[src/rtl/pfwp_pkg.sv]
package pfwp_pkg;

    typedef enum logic [1:0] {
        ST_DOWN    = 2'd0,
        ST_RECOVER = 2'd1,
        ST_ACTIVE  = 2'd2,
        ST_GRACE   = 2'd3
    } pfwp_state_e;

endpackage

[src/rtl/pfwp_timer.sv]
module pfwp_timer #(
    parameter int CW = 8
) (
    input  logic          clk,
    input  logic          rst_n,
    input  logic          load,
    input  logic [CW-1:0] load_val,
    output logic          done
);

    logic [CW-1:0] cnt;

    always_ff @(posedge clk or negedge rst_n) begin
        if (!rst_n) begin
            cnt <= '0;
        end else if (load) begin
            cnt <= load_val;
        end else if (cnt != '0) begin
            cnt <= cnt - 1'b1;
        end
    end

    assign done = (cnt == '0);

endmodule

[src/rtl/pfwp_supply.sv]
module pfwp_supply (
    input  logic clk,
    input  logic rst_n,
    input  logic so_low,
    output logic bat_conn
);

    logic armed;

    always_ff @(posedge clk or negedge rst_n) begin
        if (!rst_n) begin
            armed <= 1'b0;
        end else if (!so_low) begin
            armed <= 1'b1;
        end
    end

    assign bat_conn = armed & so_low;

endmodule

[src/rtl/pfwp_fsm.sv]
module pfwp_fsm
    import pfwp_pkg::*;
(
    input  logic clk,
    input  logic rst_n,
    input  logic pf_low,
    input  logic ce_n,
    input  logic we_n,
    input  logic oe_n,
    input  logic tmr_done,
    output logic load_grace,
    output logic load_rec,
    output logic mem_ce_n,
    output logic mem_we_n,
    output logic dq_oe,
    output logic wp
);

    pfwp_state_e state, state_nx;

    // state register
    always_ff @(posedge clk or negedge rst_n) begin
        if (!rst_n) begin
            state <= ST_DOWN;
        end else begin
            state <= state_nx;
        end
    end

    // next state and timer loads
    always_comb begin
        state_nx   = state;
        load_grace = 1'b0;
        load_rec   = 1'b0;
        unique case (state)
            ST_DOWN: begin
                if (!pf_low) begin
                    state_nx = ST_RECOVER;
                    load_rec = 1'b1;
                end
            end
            ST_RECOVER: begin
                if (pf_low) begin
                    state_nx = ST_DOWN;
                end else if (tmr_done) begin
                    state_nx = ST_ACTIVE;
                end
            end
            ST_ACTIVE: begin
                if (pf_low) begin
                    if (!ce_n) begin
                        state_nx   = ST_GRACE;
                        load_grace = 1'b1;
                    end else begin
                        state_nx = ST_DOWN;
                    end
                end
            end
            ST_GRACE: begin
                if (ce_n || tmr_done) begin
                    state_nx = ST_DOWN;
                end
            end
            default: state_nx = ST_DOWN;
        endcase
    end

    // outputs
    always_comb begin
        wp       = (state == ST_DOWN) || (state == ST_RECOVER);
        mem_ce_n = ce_n | wp;
        mem_we_n = we_n | mem_ce_n;
        dq_oe    = !mem_ce_n && !oe_n && we_n;
    end

endmodule

[src/rtl/pfwp_seq.sv]
module pfwp_seq #(
    parameter int WPT_CYC = 5000,
    parameter int REC_CYC = 5000000
) (
    input  logic clk,
    input  logic rst_n,
    input  logic pf_low,
    input  logic so_low,
    input  logic ce_n,
    input  logic we_n,
    input  logic oe_n,
    output logic mem_ce_n,
    output logic mem_we_n,
    output logic dq_oe,
    output logic wp,
    output logic bat_conn
);

    localparam int MAXC = (WPT_CYC > REC_CYC) ? WPT_CYC : REC_CYC;
    localparam int CW   = $clog2(MAXC + 1);
    localparam logic [CW-1:0] GRACE_LD = CW'(WPT_CYC - 1);
    localparam logic [CW-1:0] REC_LD   = CW'(REC_CYC - 1);

    logic          load_grace;
    logic          load_rec;
    logic          tmr_done;
    logic [CW-1:0] tmr_val;

    assign tmr_val = load_grace ? GRACE_LD : REC_LD;

    pfwp_timer #(.CW(CW)) u_timer (
        .clk      (clk),
        .rst_n    (rst_n),
        .load     (load_grace | load_rec),
        .load_val (tmr_val),
        .done     (tmr_done)
    );

    pfwp_fsm u_fsm (
        .clk        (clk),
        .rst_n      (rst_n),
        .pf_low     (pf_low),
        .ce_n       (ce_n),
        .we_n       (we_n),
        .oe_n       (oe_n),
        .tmr_done   (tmr_done),
        .load_grace (load_grace),
        .load_rec   (load_rec),
        .mem_ce_n   (mem_ce_n),
        .mem_we_n   (mem_we_n),
        .dq_oe      (dq_oe),
        .wp         (wp)
    );

    pfwp_supply u_supply (
        .clk      (clk),
        .rst_n    (rst_n),
        .so_low   (so_low),
        .bat_conn (bat_conn)
    );

endmodule

[config.mk]
export PLATFORM = sky130hd
export DESIGN_NAME = pfwp_seq
export DESIGN_NICKNAME = d
export VERILOG_FILES = /design/src/rtl/pfwp_pkg.sv /design/src/rtl/pfwp_timer.sv /design/src/rtl/pfwp_supply.sv /design/src/rtl/pfwp_fsm.sv /design/src/rtl/pfwp_seq.sv
export SDC_FILE = /design/constraint.sdc
export NUM_CORES = 1
export LEC_CHECK = 0
export ABC_CLOCK_PERIOD_IN_PS = 2300
export CAP_MARGIN = 20
export CORE_ASPECT_RATIO = 0.75
export CORE_MARGIN = 5
export CORE_UTILIZATION = 25
export CTS_BUF_LIST = sky130_fd_sc_hd__clkbuf_2 sky130_fd_sc_hd__clkbuf_4 sky130_fd_sc_hd__clkbuf_8
export CTS_CLUSTER_DIAMETER = 200
export DETAILED_ROUTE_END_ITERATION = 12
export PLACE_DENSITY = 0.39
export SLEW_MARGIN = 20
export SYNTH_ARGS = -nofsm -noshare
export SYNTH_HDL_FRONTEND = slang
export SYNTH_SLANG_ARGS = --single-unit
export TNS_END_PERCENT = 10
[constraint.sdc]
create_clock -name clk -period 2.3 [get_ports clk]
set_clock_uncertainty 0.1 [all_clocks]
set_input_delay 0.23 -clock clk [delete_from_list [all_inputs] [get_ports clk]]
set_output_delay 0.23 -clock clk [all_outputs]
set_load 0.03 [all_outputs]
== After elaboration in Yosys (flattened, before gate mapping) ==
Cells that the tools add are included.

* Register bits: 26
* Input bits: 7
* Output and inout port bits: 5

* Add/subtract/negate cells: 1
* Equal/unequal tests: 7
* Multiplexer cells: 15
* Bitwise operators: 4
* Reductions and logical operators: 11

{| class="wikitable"
|+ Operators by type and width
! kind !! count
|-
| 23-bit two-way mux || 3
|-
| 23-bit zero test || 1
|-
| 23-bit nonzero test || 1
|-
| 23-bit by 1-bit subtractor with 23-bit output (second input constant) || 1
|-
| 2-bit two-way mux || 6
|-
| 2-bit one-hot mux with 4 select lines || 1
|-
| 1-bit two-way mux || 5
|-
| 2-bit == test (second input constant) || 2
|-
| 2-bit inequality test (second input constant) || 2
|-
| 4-bit AND reduction || 1
|-
| 3-bit by 2-bit inequality test with 1-bit output (second input constant) || 1
|-
| 1-bit bitwise OR || 3
|-
| 2-bit by 1-bit == test with 1-bit output (second input constant) || 1
|-
| 1-bit logical AND || 2
|-
| 1-bit zero test || 2
|-
| 2-bit zero test || 1
|-
| 1-bit logical OR || 2
|-
| 2-bit by 1-bit inequality test with 1-bit output (second input constant) || 1
|-
| 2-bit nonzero test || 1
|-
| 1-bit AND || 1
|}

== Depth between registers and ports, before layout ==
* Word-level depth: 6
* Mapped depth: 7
* Gate-level depth less buffers: 6

== Cells and area by module ==
From an unflattened synthesis, not the netlist that was laid out.

* Cells, all modules: 159
* Area, all modules: 1517.7 um2

{| class="wikitable"
|+ Modules (own cells, without submodules)
! module !! times used !! cells an instance !! area an instance (um2)
|-
| pfwp_timer || 1 || 137 || 1305.0
|-
| pfwp_fsm || 1 || 15 || 157.7
|-
| pfwp_supply || 1 || 3 || 37.5
|-
| pfwp_seq || 1 || 4 || 17.5
|}

== Least setup slack after synthesis ==
Ideal clock, no wire load.

* Kind: flip-flop to flip-flop
* From: register u_timer.cnt[12]
* To: register u_timer.cnt[19]
* Data arrival time: 1.967 ns
* Data required time: 2.071 ns
* Setup slack: 0.104 ns
* Cell stages (with the launch flop): 7
* Period minus slack after synthesis: 2.196 ns
* Path through: dfrtp_1 or4_1 buf_2 or4b_1 buf_2 o31ai_4 nor3_1

* Longest elaborated chain between the ends: 3
* Elaborated cells between the ends (all ways): 5
* Classes of those cells: add/sub: 1; mux: 2; reduce/logical: 2

{| class="wikitable"
|+ RTL lines
! item !! line !! RTL
|-
| from (decl) || pfwp_timer.sv:11 || <nowiki>logic [CW-1:0] cnt;</nowiki>
|-
| from (signal assigned) || pfwp_timer.sv:17 || <nowiki>cnt <= load_val;</nowiki>
|-
| from (signal assigned) || pfwp_timer.sv:19 || <nowiki>cnt <= cnt - 1'b1;</nowiki>
|-
| 23-bit by 1-bit subtractor with 23-bit output || pfwp_timer.sv:19 ||
|-
| 23-bit two-way mux || pfwp_timer.sv:18 || <nowiki>end else if (cnt != '0) begin</nowiki>
|-
| 23-bit two-way mux || pfwp_timer.sv:16 || <nowiki>end else if (load) begin</nowiki>
|}

Parallel ways exist; a longest one is shown, timed or not. The select of a mux whose other input is x is not followed.
A chain may end at the register's enable or synchronous reset.

== Worst setup path in the final report ==
Ends and elaborated chain as after synthesis.

==> results.toml <==
[placed_design]
dpl.cell_count = 272
place.port_buffers = 11
place_congestion = 0.770
place_hpwl_um = 3150

[yosys]
ys_async_sr_fraction = 1.00
synth_cell_types = 50
synth-seq-cells = 26
synth_ff_type = "dfrtp_1"
synth_fp_nets = 175
synth_warnings = 0
synth_top_area_share = 0.409
synthTopCellsByArea = "dfrtp_1 (41%), or4_1 (3.3%), a21oi_1 (3.1%), mux2i_1 (3.1%), nor3_1 (2.8%)"
seq_area_frac_synth = 0.409
syn_inst = 167
yosys.area.top_type = "dfrtp_1"
synth_area_per_cell_um2 = 9.52
synth_edf_count = 0
syn_area_um2 = 1590

[routing]
first_pass_iters = 4
drc_errors = 0
wl_per_cell_um = 15.9
ant_nets = 0
num_vias = 1405
wl_um = 4370
drt_iter0_drc = 52
viasPerCell = 5.11

[timing]
period_needed_ns = 2.23
finalSetupTns_ns = 0
hold_viol = 0
hold_ws_ns = 0.233
rsz0062_at_grt = "no"
maxSlewHeadroom = 0.616
setup_viol = 0
drv_slew = 0
period_share = 0.972
worst_slew_pin_slew_ns = 0.576
max_freq_mhz = 448

[power_and_ir_drop]
leakage_nw = 0.715
peakVddDrop_uv = 255
p_per_area_nw_per_um2 = 547

[floorplan]
ios = 12
core_um2 = 6260
die-area_um2 = 8070
start_util = 0.254
rows = 25
die_y_um = 79.0
chipWidth_um = 102

[global_routing]
grt_pass1_vias = 1431
track_usage = 0.118
grt_pass1_wl_um = 7400
grt_max_degree = 27
antenna_found_initial = 0
overflow = 0

[cts]
clockBufferDepth = 2
cts_tree = "done"
post_cts_resized = 0
cts_setup_buffers = 0
postCtsHoldBufs = 0
numCtsBuffers = 3
cts_num_sinks = 26
clk_pin_slew_ns = 0.09
cts_max_level = 1
clockRootBuffer = "clkbuf_8"
clock_latency_ns = 0.27

[worst_setup_path]
path_class = "reg2reg"
end_kind = "register"
worst_setup_path_start_kind = "register"
cp_max_fo = 7
critPathRequiredTime_ns = 2.35
arrival_ns = 2.28

[final_layout]
drive_above_1_share = 0.201
syn_to_final_growth_pct = 26.8
fin_nets = 204
fin_util = 0.322
n_antenna_cell = 0
final_cell_count_no_fill = 275

[outcome]
outcome = "finished clean"

[run]
cap_violations = 0

[min_path]
holdCritPathClass = "in2async"
registers in the layout (all words and copies together) (netlist names):
signal and count:
u_fsm.state 2, u_supply.armed 1, u_timer.cnt 23
where the power goes:
group	internal, mW	leakage [nW]	switching [mW]	total, mW
Combinational	0.132	0.387	0.139	0.270
Clock	0.118	0.0216	0.149	0.267
Sequential	0.507	0.307	0.0592	0.566
area by class of cell:
cell class / instances / area (um2)
fill: 659 / 4240
multi-input combinational: 129 / 922
sequential: 26 / 651
timing repair buffer: 33 / 288
tap: 81 / 101
clock buffer: 3 / 41.3
inverter: 3 / 11.3
worst paths after layout:
check                                            start                          end  slack, ns  depth (start not counted)
hold reg to reg             u_supply.armed$_DFFE_PN0N_   u_supply.armed$_DFFE_PN0N_       0.37                          1
setup reg to reg           u_timer.cnt[12]$_DFFE_PN0P_  u_timer.cnt[19]$_DFFE_PN0P_       0.07                          5
min in group clk            u_supply.armed$_DFFE_PN0N_   u_supply.armed$_DFFE_PN0N_       0.37                          1
max in group asynchronous                        rst_n  u_timer.cnt[12]$_DFFE_PN0P_       1.60                          2
setup / recovery           u_timer.cnt[12]$_DFFE_PN0P_  u_timer.cnt[19]$_DFFE_PN0P_       0.07                          5
hold / removal                                   rst_n  u_timer.cnt[16]$_DFFE_PN0P_       0.23                          2
worst max-delay path, stage by stage (launching register included):
cell	delay, ns
dfrtp_1	0.38
or4_1	0.55
or4b_1	0.54
buf_4	0.19
o31ai_4	0.26
nor3_1	0.10
layout by cell type, fill, tap and decap left out, types with 2 or more instances in the layout:
master,count
or2_2,2
o21ai_0,5
nor2_1,9
buf_4,21
nor3_1,9
a2111oi_0,2
xor2_1,3
or3_1,6
o31ai_1,4
dfrtp_1,26
xnor2_1,2
and2_1,3
a21o_1,2
inv_1,3
nand2b_1,6
nand2_1,9
clkbuf_8,3
nor3b_1,2
clkdlybuf4s50_1,11
o21ai_1,3
or4b_1,2
a31oi_1,2
a2111o_1,2
nor4_1,3
nand3_1,3
a21oi_1,10
or4_1,7
mux2i_1,5
nand4_1,2
synth_stat cells, types with 3 or more instances:
master and count:
dfrtp_1 26, a21oi_1 10, nand2_1 9, nor2_1 9
nor3_1 9, or3_1 7, or4_1 7, clkbuf_1 6
nand2b_1 6, mux2i_1 5, o21ai_0 5, nand3_1 4
o31ai_1 4, and2_1 3, buf_2 3, inv_1 3
nor4_1 3, o21ai_1 3, xor2_1 3
layer usage:
layer	track usage	vias to the layer above	part of all wire
met1	0.174	699	0.52
met3	0.0272	2	0.023
li1	-	689	-
met2	0.178	15	0.45
met5	0	-	0
met4	0.0223	0	0.0053
metrics by stage:
step                setup slack [ns]  total power, mW  area, um2
finish                        0.0655             1.10       2010
global route                 0.00683             1.18       2010
CTS                           0.0466             1.11       1980
detailed placement            0.0730            0.837       1940
global placement              0.0770            0.841       1940
floorplan                      0.104            0.718       1590
cell families (layout without fill, tap and decap cells):
kind of cell / Yosys count / count (layout) / synth area share
buffers and inverters: 12 / 39 / 0.0307
AND/OR/NAND/NOR: 74 / 74 / 0.284
adder cells (fa/ha/maj): 1 / 1 / 0.00787
AO/OA/AOI/OAI: 44 / 44 / 0.209
XOR/XNOR: 5 / 5 / 0.0276
multiplexers: 5 / 5 / 0.0315
flip-flops: 26 / 26 / 0.409
No activity file was read; power rests on OpenSTA's default activity.
